$ cat src/rtl/alu8_flags.sv
module alu8_flags (
  input  logic       clk,
  input  logic       rst_n,
  input  logic       en,
  input  logic [4:0] op,
  input  logic [7:0] a,
  input  logic [7:0] b,
  output logic [7:0] res,
  output logic       res_we,
  output logic [5:0] flags
);

  localparam logic [4:0] OP_ADD  = 5'd0;
  localparam logic [4:0] OP_ADC  = 5'd1;
  localparam logic [4:0] OP_SUB  = 5'd2;
  localparam logic [4:0] OP_SBC  = 5'd3;
  localparam logic [4:0] OP_AND  = 5'd4;
  localparam logic [4:0] OP_OR   = 5'd5;
  localparam logic [4:0] OP_XOR  = 5'd6;
  localparam logic [4:0] OP_SETB = 5'd7;
  localparam logic [4:0] OP_CLRB = 5'd8;
  localparam logic [4:0] OP_COM  = 5'd9;
  localparam logic [4:0] OP_NEG  = 5'd10;
  localparam logic [4:0] OP_INC  = 5'd11;
  localparam logic [4:0] OP_DEC  = 5'd12;
  localparam logic [4:0] OP_SER  = 5'd13;
  localparam logic [4:0] OP_CLR  = 5'd14;
  localparam logic [4:0] OP_CP   = 5'd15;
  localparam logic [4:0] OP_CPC  = 5'd16;

  localparam int FC = 0, FZ = 1, FN = 2, FV = 3, FS = 4, FH = 5;

  logic       is_sub, use_c, ci;
  logic [7:0] xa, yb, ar;
  logic [8:0] sum9;
  logic [4:0] nib5;
  logic       ac, ah, av;
  logic [7:0] nr;
  logic       nwe;
  logic [5:0] nf;

  assign is_sub = (op == OP_SUB) || (op == OP_SBC) || (op == OP_CP) ||
                  (op == OP_CPC) || (op == OP_NEG) || (op == OP_DEC);
  assign use_c  = (op == OP_ADC) || (op == OP_SBC) || (op == OP_CPC);
  assign ci     = use_c & flags[FC];

  assign xa = (op == OP_NEG) ? 8'h00 : a;
  assign yb = (op == OP_NEG) ? a :
              ((op == OP_INC) || (op == OP_DEC)) ? 8'h01 : b;

  assign sum9 = is_sub ? ({1'b0, xa} - {1'b0, yb} - {8'b0, ci})
                       : ({1'b0, xa} + {1'b0, yb} + {8'b0, ci});
  assign nib5 = is_sub ? ({1'b0, xa[3:0]} - {1'b0, yb[3:0]} - {4'b0, ci})
                       : ({1'b0, xa[3:0]} + {1'b0, yb[3:0]} + {4'b0, ci});

  assign ar = sum9[7:0];
  assign ac = sum9[8];
  assign ah = nib5[4];
  assign av = is_sub ? ((xa[7] != yb[7]) && (ar[7] != xa[7]))
                     : ((xa[7] == yb[7]) && (ar[7] != xa[7]));

  always_comb begin
    nr  = res;
    nwe = 1'b0;
    nf  = flags;
    case (op)
      OP_ADD, OP_ADC, OP_SUB, OP_SBC, OP_NEG: begin
        nr = ar; nwe = 1'b1;
        nf[FC] = ac; nf[FH] = ah; nf[FV] = av; nf[FN] = ar[7];
        nf[FZ] = (op == OP_SBC) ? ((ar == 8'h00) & flags[FZ]) : (ar == 8'h00);
      end
      OP_CP, OP_CPC: begin
        nf[FC] = ac; nf[FH] = ah; nf[FV] = av; nf[FN] = ar[7];
        nf[FZ] = (op == OP_CPC) ? ((ar == 8'h00) & flags[FZ]) : (ar == 8'h00);
      end
      OP_INC, OP_DEC: begin
        nr = ar; nwe = 1'b1;
        nf[FV] = av; nf[FN] = ar[7]; nf[FZ] = (ar == 8'h00);
      end
      OP_AND, OP_OR, OP_XOR, OP_SETB, OP_CLRB, OP_CLR: begin
        case (op)
          OP_AND:          nr = a & b;
          OP_OR, OP_SETB:  nr = a | b;
          OP_XOR:          nr = a ^ b;
          OP_CLRB:         nr = a & (8'hFF - b);
          default:         nr = a ^ a;
        endcase
        nwe = 1'b1;
        nf[FV] = 1'b0; nf[FN] = nr[7]; nf[FZ] = (nr == 8'h00);
      end
      OP_COM: begin
        nr = 8'hFF - a; nwe = 1'b1;
        nf[FC] = 1'b1; nf[FV] = 1'b0; nf[FN] = nr[7]; nf[FZ] = (nr == 8'h00);
      end
      OP_SER: begin
        nr = 8'hFF; nwe = 1'b1;
      end
      default: ;
    endcase
    nf[FS] = nf[FN] ^ nf[FV];
  end

  always_ff @(posedge clk) begin
    if (!rst_n) begin
      res    <= 8'h00;
      res_we <= 1'b0;
      flags  <= 6'h00;
    end else if (en) begin
      flags  <= nf;
      res_we <= nwe;
      if (nwe) res <= nr;
    end else begin
      res_we <= 1'b0;
    end
  end


  idle_hold_chk: assert property (@(posedge clk) disable iff (!rst_n)
    !en |=> !res_we && $stable(flags) && $stable(res));


  cmp_no_write_chk: assert property (@(posedge clk) disable iff (!rst_n)
    en && ((op == OP_CP) || (op == OP_CPC)) |=> !res_we && $stable(res));


  com_carry_chk: assert property (@(posedge clk) disable iff (!rst_n)
    en && (op == OP_COM) |=> flags[FC] && !flags[FV]);


  incdec_carry_chk: assert property (@(posedge clk) disable iff (!rst_n)
    en && ((op == OP_INC) || (op == OP_DEC)) |=> $stable(flags[FC]) && $stable(flags[FH]));


  ser_flags_chk: assert property (@(posedge clk) disable iff (!rst_n)
    en && (op == OP_SER) |=> (res == 8'hFF) && $stable(flags));


  logic_v_chk: assert property (@(posedge clk) disable iff (!rst_n)
    en && (op >= OP_AND) && (op <= OP_CLRB) |=> !flags[FV] && $stable(flags[FC]));


  bad_op_chk: assert property (@(posedge clk) disable iff (!rst_n)
    en && (op > OP_CPC) |=> !res_we && $stable(flags) && $stable(res));

endmodule

$ cat config.mk
export PLATFORM = sky130hd
export DESIGN_NAME = alu8_flags
export DESIGN_NICKNAME = d
export VERILOG_FILES = /design/src/rtl/alu8_flags.sv
export SDC_FILE = /design/constraint.sdc
export NUM_CORES = 1
export LEC_CHECK = 0
export BUFFER_PORTS_ARGS = -buffer_cell sky130_fd_sc_hd__buf_4
export CELL_PAD_IN_SITES_DETAIL_PLACEMENT = 0
export CELL_PAD_IN_SITES_GLOBAL_PLACEMENT = 1
export CORE_MARGIN = 4
export CORE_UTILIZATION = 43
export CTS_BUF_LIST = sky130_fd_sc_hd__clkbuf_2 sky130_fd_sc_hd__clkbuf_4 sky130_fd_sc_hd__clkbuf_8
export CTS_CLUSTER_DIAMETER = 40
export DETAILED_ROUTE_END_ITERATION = 10
export GPL_TIMING_DRIVEN = 1
export HOLD_SLACK_MARGIN = 0.12
export PLACE_DENSITY = 0.93
export SETUP_SLACK_MARGIN = 0.3
export SLEW_MARGIN = 20
export SYNTH_ARGS = -nofsm -noshare
export SYNTH_HDL_FRONTEND = slang
export SYNTH_SLANG_ARGS = --single-unit
export TNS_END_PERCENT = 10
$ cat constraint.sdc
create_clock -name clk -period 4.55 [get_ports clk]
set_input_delay 0.6825 -clock clk [delete_from_list [all_inputs] [get_ports clk]]
set_output_delay 0.6825 -clock clk [all_outputs]
set_load 0.05 [all_outputs]
==> metrics.yaml, run 1 <==
ys_seq_area_share_pct: 11.9
worst-path-buf-inv: 1
p_leak_nw: 1.26
area_growth_pct: 14.2
r2r_slack_ns: 1.61
die_area_sq_um: 7150
synth_cell_types: 61
nNetsFinal: 437
ant_nets: 0
initial_core_util_pct: 44.9
core_sq_um: 5610
grt_pass1_vias: 2484
cts_tree: "yes"
antenna_found_initial: 0
tightest_slew_ns: 0.961
synth_top_flop_cell: "dfxtp_1"
reg2reg_depth: 13
r2r_start: "flags[0]"
dp_hpwl_mm: 5.71
drive_above_1_share_pct: 16.0
critPathTopFamily: "simple AND/OR/NAND/NOR gates"
die_h_microns: 84.6
io_buffers: 38
slowest_delay_ns: 0.40
worstPathCellList: "buf_4 -> nor2_1 -> nand2_1 -> o21ai_0 -> nand2_2 -> nand2_1 -> o21ai_0 -> ha_1 -> ha_1 -> nand4_1 -> a21oi_2 -> o41ai_4 -> xnor2_1 -> mux2i_2 -> nor2b_1 -> or3_1 -> a21boi_1"
critPathLaunchType: "input pin"
setup_viol: 0
rsz0062_at_grt: "no"
avgViaCountPerCell: 5.81
max-slew-margin-rel_pct: 35.4
maxCapViolations: 0
hold_viol: 0
timing.fmax_mhz: 255
end_kind: "register"
synth_seq_cells: 15
worstHoldStart: "res[7]"
power_density_nw_per_um2: 224
drc: 0
ys_warn_count: 0
syn-cell-area_sq_um: 2520
async_flop_share_pct: 0
fin_total_pwr_uw: 646
grt_usage_pct: 20.2
clockRootBuffer: "clkbuf_8"
slew_violations: 0
arrival_ns: 4.10
grt_start_max_net_pins: 24
vdd_drop_max_mv: 0.122
via_count: 2632
numCtsBuffers: 3
diodes: 0
worstSkewPairLatency_ns: 0.25
path_max_fanout: 15
syn_avg_cell_area_sq_um: 7.16
r2r-end: "res[7]"
cts_setup_buffers: 0
hold_class: "reg -> reg"
synth_edf_count: 0
period_share_pct: 86.2
wl_per_cell_microns: 16.0
cp_data_required_time_ns: 4.73
htree_num_levels: 1
syn-num-nets: 407
globalRouteOverflowTotal: 0
first_pass_iters: 4
clock_path_buffers: 2
grt_pass1_wl_mm: 11.9
io_pins: 39
tns_ns: 0
holdPathEnd: "res[7]"
rows: 27
holdPathStages: 2
clkTransAtPathRegs_ns: 0.06
min_period_ns: 3.92
die_w_microns: 84.6
cpMaxStageDelayCell: "ha_1"
routed_wl_mm: 7.24
globalplace.congestion: 0.901
drt-initial-drc-count: 204
cts.sinks: 15
fin_skew_ns: 0.00137
outcome: "finished clean"
fillers: 593
worstSetupPathType: "in -> reg"
netlist_instances: 352
==> cell usage in the layout, fill, tap and decap left out, types with 2 or more instances in the layout <==
cell      instances
nand4_1           5
nand3_1          17
nor2b_1           3
nand2b_1          5
nor3_1            9
dfxtp_1          15
o21ai_0          27
a21o_1            2
nand2_2           2
o22ai_1           5
xnor2_1          19
fa_1              4
nor2_1           23
mux2i_1           5
buf_4            41
xor2_1            2
a22oi_1           2
inv_1            40
nand2_1          38
clkbuf_8          3
o221ai_1          6
ha_1             27
a21boi_0          8
and3_1            2
or3_1             2
or2_2             2
o211ai_1         10
and2_1            5
a21oi_1          21
==> repair_timing <==
| item | in CTS | in global routing |
|---|---|---|
| resized for setup | 0 | 1 |
| hold buffers | 0 | 0 |
| endpoints found under the setup margin | 0 | 2 |
==> where the power goes <==
part	total [mW]	internal [mW]	switching, mW
Sequential	0.148	0.142	0.00599
Combinational	0.384	0.156	0.228
Clock	0.114	0.0679	0.0465
Total	0.646	0.366	0.280
==> how the worst max path moves through the flow <==
stage               endpoint  startpoint  depth (start not counted)
floorplan             res[7]       op[4]                         15
global placement      res[7]       op[0]                         17
detailed placement    res[7]       op[0]                         17
CTS                   res[7]       op[0]                         17
global route        flags[4]       op[0]                         17
finish                res[7]       op[0]                         17
==> cell type report <==
| class | count | area, sq um | share of cell area [%] |
|---|---|---|---|
| clock buffers | 4 | 48.8 | 1.70 |
| inverters | 40 | 150 | 5.22 |
| multi-input cells | 281 | 1980 | 68.8 |
| flip-flops and latches | 15 | 300 | 10.4 |
| well taps | 72 | 90.1 | 3.13 |
| repair buffers | 41 | 308 | 10.7 |
==> cells in the mapped netlist (4+ instances only) <==
library cell,instances,area share [%]
inv_1,40,6.0
nand2_1,39,5.8
ha_1,27,13
o21ai_0,27,5.4
nor2_1,23,3.4
a21oi_1,21,4.2
xnor2_1,19,6.6
nand3_1,17,3.4
dfxtp_1,15,12
o211ai_1,10,3.0
nor3_1,9,1.8
a21boi_0,8,2.4
clkbuf_1,7,1.0
o221ai_1,6,2.1
and2_1,5,1.2
buf_2,5,0.99
mux2i_1,5,2.0
nand2b_1,5,1.2
nand4_1,5,1.2
o22ai_1,5,1.2
fa_1,4,3.2
==> per-stage QoR <==
stage / cells / setup WS [ns] / cell area (sq um) / utilization (%) / hold slack (ns)
2_1_floorplan: 352 / 0.639 / 2520 / - / 0.678
3_3_place_gp: 449 / 0.318 / 2830 / 50.4 / 0.448
3_5_place_dp: 449 / 0.315 / 2830 / 50.4 / 0.455
4_1_cts: 453 / 0.562 / 2870 / 51.2 / 0.466
5_1_grt: 453 / 0.383 / 2880 / 51.3 / 0.501
6_report: 453 / 0.630 / 2880 / 51.3 / 0.462
==> tightest hold or removal path, stage by stage (launching register included) <==
cell and delay [ns]:
dfxtp_1 0.31, nand2_1 0.05, a21boi_1 0.05
==> cells by family after synthesis <==
logic type / share of synthesized area [%]
AO/OA/AOI/OAI: 26.8
XOR/XNOR: 8.19
adder cells (fa/ha/maj): 16.6
buffers and inverters: 9.63
flip-flops: 11.9
multiplexers: 2.98
AND/OR/NAND/NOR: 23.9
==> registers in the layout (all words and copies together) (netlist names) <==
register / flops
flags: 6
res: 8
res_we: 1
==> layer usage <==
layer / track usage, % / share of wire (%) / vias up
met5: 0 / 0 / -
met3: 2.65 / 7.5 / 12
met4: 4.60 / 1.9 / 0
met2: 32.8 / 46 / 112
met1: 28.3 / 44 / 1208
li1: - / - / 1300
Note: power is estimated with default switching activity, not from simulation.
==> inputs of run 2 (changes only) <==
Settings changed: ABC_AREA set to 1, CORE_UTILIZATION 43 to 41, SLEW_MARGIN 20 to not set.
==> run 2 against run 1 <==
Register-to-register slack better by 0.10 ns. Worst hold slack better by 0.012 ns. Power down 3.8%. Clock power about the same. Sequential share of layout area up 0.26 points. Highest routed layer unchanged.
==> metrics.yaml, run 2 <==
numCtsBuffers: 3  # unchanged
yosys-top-cells-count: "72 x nand2_1, 63 x inv_1, 37 x nor2_1"
ys_warn_count: 0  # unchanged
grt_usage_pct: 19.7  # -0.44 points
synth_area_leader_cell: "ha_1"
ys_seq_area_share_pct: 12.5  # +0.54 points
syn-num-nets: 435  # +6.9%
vdd_drop_max_mv: 0.222  # +82%
clockRootBuffer: "clkbuf_8"
max-slew-margin-rel_pct: 60.7  # +25 points
grt_pass1_vias: 2589  # +4.2%
fin_skew_ns: 0.00343  # +0.00206 ns
synth_seq_cells: 15  # unchanged
synth_cell_types: 41  # -33%
wl_per_cell_microns: 14.1  # -12%
min_period_ns: 3.64  # -0.277 ns
arrival_ns: 3.78  # -0.32 ns
outcome: "finished clean"
mostFrequentLayoutCells: "72 x nand2_1, 63 x inv_1, 38 x buf_4"
fillers: 602  # +1.5%
slew_violations: 0  # unchanged
worstSkewPairLatency_ns: 0.24  # about the same
post-route-util_pct: 50.1  # -1.2 points
grt_pass1_wl_mm: 11.9  # -0.35%
htree_num_levels: 1  # unchanged
clkTransAtPathRegs_ns: 0.06  # about the same
final_common_cell: "nand2_1"
synth_top_flop_cell: "dfxtp_1"
cp_data_required_time_ns: 4.68  # -0.05 ns
hold_viol: 0  # unchanged
largest_reg_flops: 8  # unchanged
synth_most_common_cell: "nand2_1"
dp_hpwl_mm: 5.84  # +2.2%
maxCapViolations: 0  # unchanged
rsz0062_at_grt: "no"
initial_core_util_pct: 43.0  # -2.0 points
grt_start_max_net_pins: 17  # -29%
synth_edf_count: 0  # unchanged
critPathTopFamily: "adder cells"
timing.fmax_mhz: 274  # +7.6%
first_pass_iters: 5  # +1
drc: 0  # unchanged
hold_class: "reg -> reg"
globalplace.congestion: 0.924  # +2.6%
via_count: 2573  # -2.2%
drt-initial-drc-count: 164  # -20%
antenna_found_initial: 0  # unchanged
core_sq_um: 5610  # unchanged
syn_avg_cell_area_sq_um: 6.34  # -11%
routed_wl_mm: 6.90  # -4.6%
setup_viol: 0  # unchanged
end_kind: "register"
io_buffers: 38  # unchanged
worstPathCellList: "buf_4 -> inv_2 -> nor2_2 -> nand3_2 -> clkinv_1 -> nor2_1 -> inv_1 -> fa_1 -> fa_1 -> inv_1 -> o21ai_0 -> nand2_1 -> nand2_1 -> nand2_1 -> a21oi_1 -> nor2_1 -> o21ai_0 -> a21oi_1 -> o21bai_1 -> o211ai_1 -> inv_1"
critPathLaunchType: "input pin"
fin_total_pwr_uw: 621  # -3.8%
cts_hold_buf: 0  # unchanged
die_area_sq_um: 7170  # +0.27%
die_w_microns: 84.7  # +0.14%
drive_above_1_share_pct: 17.0  # +0.98 points
cts_tree: "yes"
diodes: 0  # unchanged
async_flop_share_pct: 0  # unchanged
reg_top3: "res x8, flags x6, res_we x1"
ant_nets: 0  # unchanged
globalRouteOverflowTotal: 0  # unchanged
worstSetupPathType: "in -> reg"
die_h_microns: 84.7  # +0.14%
cts.sinks: 15  # unchanged
avgViaCountPerCell: 5.25  # -9.6%
cpMaxStageDelayCell: "fa_1"
tightest_slew_ns: 0.587  # -0.374 ns
syn-cell-area_sq_um: 2410  # -4.4%
p_leak_nw: 1.47  # +16%
worst-path-buf-inv: 6  # +5
rows: 27  # unchanged
synth_top_area_share_pct: 14.0  # +0.61 points
power_density_nw_per_um2: 221  # -1.4%
slowest_delay_ns: 0.47  # +0.07 ns
cts_resized: 0  # unchanged
hold_slack_ns: 0.474  # +0.0119 ns
io_pins: 39  # unchanged
synth_area_leaders: "ha_1 14%, dfxtp_1 12%, nand2_1 11%"
nNetsFinal: 474  # +8.5%
clock_path_buffers: 2  # unchanged
period_share_pct: 80.1  # -6.1 points
top_register: "res"
netlist_instances: 380  # +8.0%
path_max_fanout: 10  # -5
cts_setup_buffers: 0  # unchanged
tns_ns: 0  # unchanged
area_growth_pct: 16.5
==> run 2: cell count changes in the layout (fill, tap and decap cells not counted), moves of 6 or more <==
cell,previous run,this run
a21boi_0,8,2
inv_2,0,10
xor2_1,2,12
o221ai_1,6,0
nor3_1,9,2
xnor2_1,19,3
o21ai_0,27,20
nor2_1,23,37
inv_1,40,63
nand2_1,38,72
==> run 2: cell families after synthesis <==
family	after synthesis	share of synthesized area, %
and+or+nand+nor	154	29.8
AOI/OAI and AO/OA	86	22.0
xor gates and xnor gates	15	5.45
DFF	15	12.5
muxes	1	0.415
buffers and inverters	78	12.6
adders and majority gates	31	17.3
==> run 2: per-stage QoR <==
step                      setup slack, ns  instance area, sq um  cells
after floorplan                      1.18                  2410    380
after global placement              0.816                  2760    486
after detailed placement            0.701                  2760    486
after CTS                           0.947                  2810    490
after global routing                0.452                  2810    490
final                               0.906                  2810    490
==> run 2: power breakdown <==
group | total [mW] | internal (mW) | switching (mW)
registers | 0.150 | 0.143 | 0.00670
clock network | 0.111 | 0.0677 | 0.0432
logic | 0.361 | 0.128 | 0.233
==> run 2: tightest hold or removal path, delay by kind of cell (launching register included) <==
kind	cells	cell delay [ns]
simple gates	1	0.06
compound gates	1	0.06
flops	1	0.31
==> run 2: worst paths after layout <==
check / depth (start not counted) / slack, ns / startpoint / end
worst max-delay path: 21 / 0.91 / op[3] / flags[0]
worst min-delay path: 2 / 0.47 / flags[5] / flags[5]
worst max register to register: 15 / 1.71 / flags[0] / flags[0]
worst min register to register: 2 / 0.47 / flags[5] / flags[5]
==> run 2: cell type report <==
| type | instances | area (sq um) | share of cell area [%] |
|---|---|---|---|
| flip-flops and latches | 15 | 300 | 10.7 |
| inverters | 74 | 278 | 9.89 |
| well taps | 72 | 90.1 | 3.21 |
| clock buffers | 4 | 48.8 | 1.74 |
| repair buffers | 38 | 285 | 10.2 |
| multi-input cells | 287 | 1810 | 64.3 |
==> run 2: metal layers <==
| metal | routed length (microns) | up-vias | track usage, % |
|---|---|---|---|
| met4 | 96 | 0 | 4.17 |
| met2 | 3250 | 89 | 34.9 |
| met5 | 0 | - | 0 |
| met3 | 393 | 9 | 1.37 |
| li1 | - | 1323 | - |
| met1 | 3160 | 1152 | 26.1 |
==> inputs of run 3 (changes only) <==
Clock period 4.55 ns to 3.4 ns, I/O delays scaled along.
==> run 3 against run 2 <==
Worst hold slack better by 0.0044 ns. Power is 48% higher. Via count is 6.4% higher. Clock skew is 0.0042 ns higher. Final area is 14% higher. Register-to-register slack worse by 0.90 ns. Count of clock-buffer cells in the layout is 1 lower. Critical path depth is 1 lower. Core utilization is 7.0 points higher. Sequential share of layout area is 1.3 points lower. Cell count is 5.5% higher. Combinational power is 59% higher.
==> metrics.yaml, run 3 (synthesized netlist as in run 2, its figures left out) <==
die_w_microns: 84.7  # unchanged
cp_common_cell: "nand2_2"
via_count: 2737  # +6.4%
avgViaCountPerCell: 5.29  # +0.82%
timing.fmax_mhz: 340
critPathLaunchType: "input pin"
drc: 0  # unchanged
io_pins: 39  # unchanged
cpMaxStageDelayCell: "fa_2"
dp_hpwl_mm: 5.94  # +1.8%
ant_nets: 0  # unchanged
max-slew-margin-rel_pct: 58.0  # -2.7 points
min_period_ns: 2.94
die_h_microns: 84.7  # unchanged
arrival_ns: 3.13  # -0.65 ns
first_pass_iters: 4  # -1
htree_num_levels: 1  # unchanged
grt_usage_pct: 20.3  # +0.59 points
grt_start_max_net_pins: 17  # unchanged
io_buffers: 38  # unchanged
tightest_slew_ns: 0.628  # +0.0410 ns
initial_core_util_pct: 43.0  # unchanged
nNetsFinal: 501  # +5.7%
p_leak_nw: 1.62  # +10%
worst-path-buf-inv: 5  # -1
slowest_delay_ns: 0.41  # -0.06 ns
drive_above_1_share_pct: 30.1  # +13 points
globalplace.congestion: 0.918  # -0.61%
outcome: "finished clean"
clock_path_buffers: 2  # unchanged
worstSkewPairLatency_ns: 0.25  # about the same
path_max_fanout: 8  # -2
placed_area_sq_um: 2920  # +5.9%
numCtsBuffers: 3  # unchanged
fin_skew_ns: 0.00761  # +0.00418 ns
end_kind: "register"
cp_data_required_time_ns: 3.58  # -1.10 ns
rows: 27  # unchanged
layoutNonFillerInstCount: 517  # +5.5%
rsz0062_at_grt: "yes"
hold_class: "reg -> reg"
final_common_cell: "nand2_1"
worstSetupPathType: "in -> reg"
routed_wl_mm: 7.47  # +8.3%
drt-initial-drc-count: 125  # -24%
fillers: 551  # -8.5%
grt_pass1_vias: 2609  # +0.77%
largest_reg_flops: 8  # unchanged
cts_tree: "yes"
slew_violations: 0  # unchanged
mostFrequentLayoutCells: "67 x nand2_1, 61 x buf_4, 60 x inv_1"
clkTransAtPathRegs_ns: 0.06  # about the same
die_area_sq_um: 7170  # unchanged
critPathTopFamily: "simple AND/OR/NAND/NOR gates"
dp.cells: 507  # +4.3%
diodes: 0  # unchanged
area_growth_pct: 32.9
power_density_nw_per_um2: 287  # +30%
cts_hold_buf: 0  # unchanged
period_share_pct: 86.6
grt_pass1_wl_mm: 12.0  # +1.5%
core_sq_um: 5610  # unchanged
reg_top3: "res x8, flags x6, res_we x1"
maxCapViolations: 0  # unchanged
design_area_sq_um: 3200  # +14%
globalRouteOverflowTotal: 0  # unchanged
worstPathCellList: "buf_12 -> clkinv_4 -> nor2_4 -> nand2_2 -> inv_2 -> nand2_2 -> nand2_2 -> inv_2 -> nand2_4 -> nor2_4 -> a21oi_2 -> fa_2 -> fa_2 -> buf_4 -> xor2_1 -> a21oi_2 -> nand3_1 -> nor3_2 -> nand3b_1 -> a21oi_1"
antenna_found_initial: 0  # unchanged
clockRootBuffer: "clkbuf_8"
hold_viol: 0  # unchanged
cts.sinks: 15  # unchanged
vdd_drop_max_mv: 0.211  # -5.1%
fin_total_pwr_uw: 919  # +48%
top_register: "res"
wl_per_cell_microns: 14.5  # +2.6%
setup_viol: 0  # unchanged
[run 3: cell types whose count changed in the layout (fill, tap and decap cells not counted), sizes merged]
cell and delta:
buf +27, clkbuf -1, clkinv +1
[run 3: layout make-up]
cell class                 instances  area [sq um]  area share (%)
multi-input combinational        287          1970            61.4
inverter                          74           288            8.99
tap                               72          90.1            2.81
clock buffer                       3          41.3            1.29
clock inverter                     1          5.00           0.156
sequential                        15           300            9.38
timing repair buffer              65           512            16.0
[run 3: metal layers]
metal | vias to the layer above | track usage [%] | wire length (microns)
met5 | - | 0 | 0
met4 | 0 | 6.47 | 193
met3 | 14 | 0.785 | 427
met2 | 79 | 36.3 | 3650
met1 | 1260 | 26.1 | 3200
li1 | 1384 | - | -
[run 3: power by group]
group | total [mW] | internal [mW] | switching [mW]
combinational | 0.573 | 0.230 | 0.343
clock | 0.146 | 0.0813 | 0.0646
sequential | 0.200 | 0.191 | 0.00883
[run 3: worst min-delay path, cell delays in order, from the launching register on]
cell and delay [ns]:
dfxtp_1 0.32, nand2_1 0.06, a21oi_1 0.06
[run 3: worst paths after layout]
kind / end / from / slack [ns] / cells past startpoint
setup / recovery: flags[1] / op[2] / 0.46 / 20
hold / removal: flags[5] / flags[5] / 0.48 / 2
hold reg to reg: flags[5] / flags[5] / 0.48 / 2
setup reg to reg: flags[1] / flags[0] / 0.81 / 11
[run 3: through the flow]
stage               setup TNS (ns)  worst slack, ns  util (%)  hold WS (ns)
floorplan                        0            0.311         -         0.653
global placement           -0.0322          -0.0322      52.1         0.461
detailed placement         -0.0429          -0.0429      52.1         0.464
CTS                              0            0.313      53.1         0.474
global route                     0            0.276      57.1         0.517
finish                           0            0.456      57.1         0.479
[run 3: what timing repair did]
action,in CTS,in global routing
gates cloned,0,0
setup buffers,0,6
pin swaps,0,23
endpoints found under the setup margin,1,8
endpoints found under the hold margin,0,0
gates resized for setup,3,50
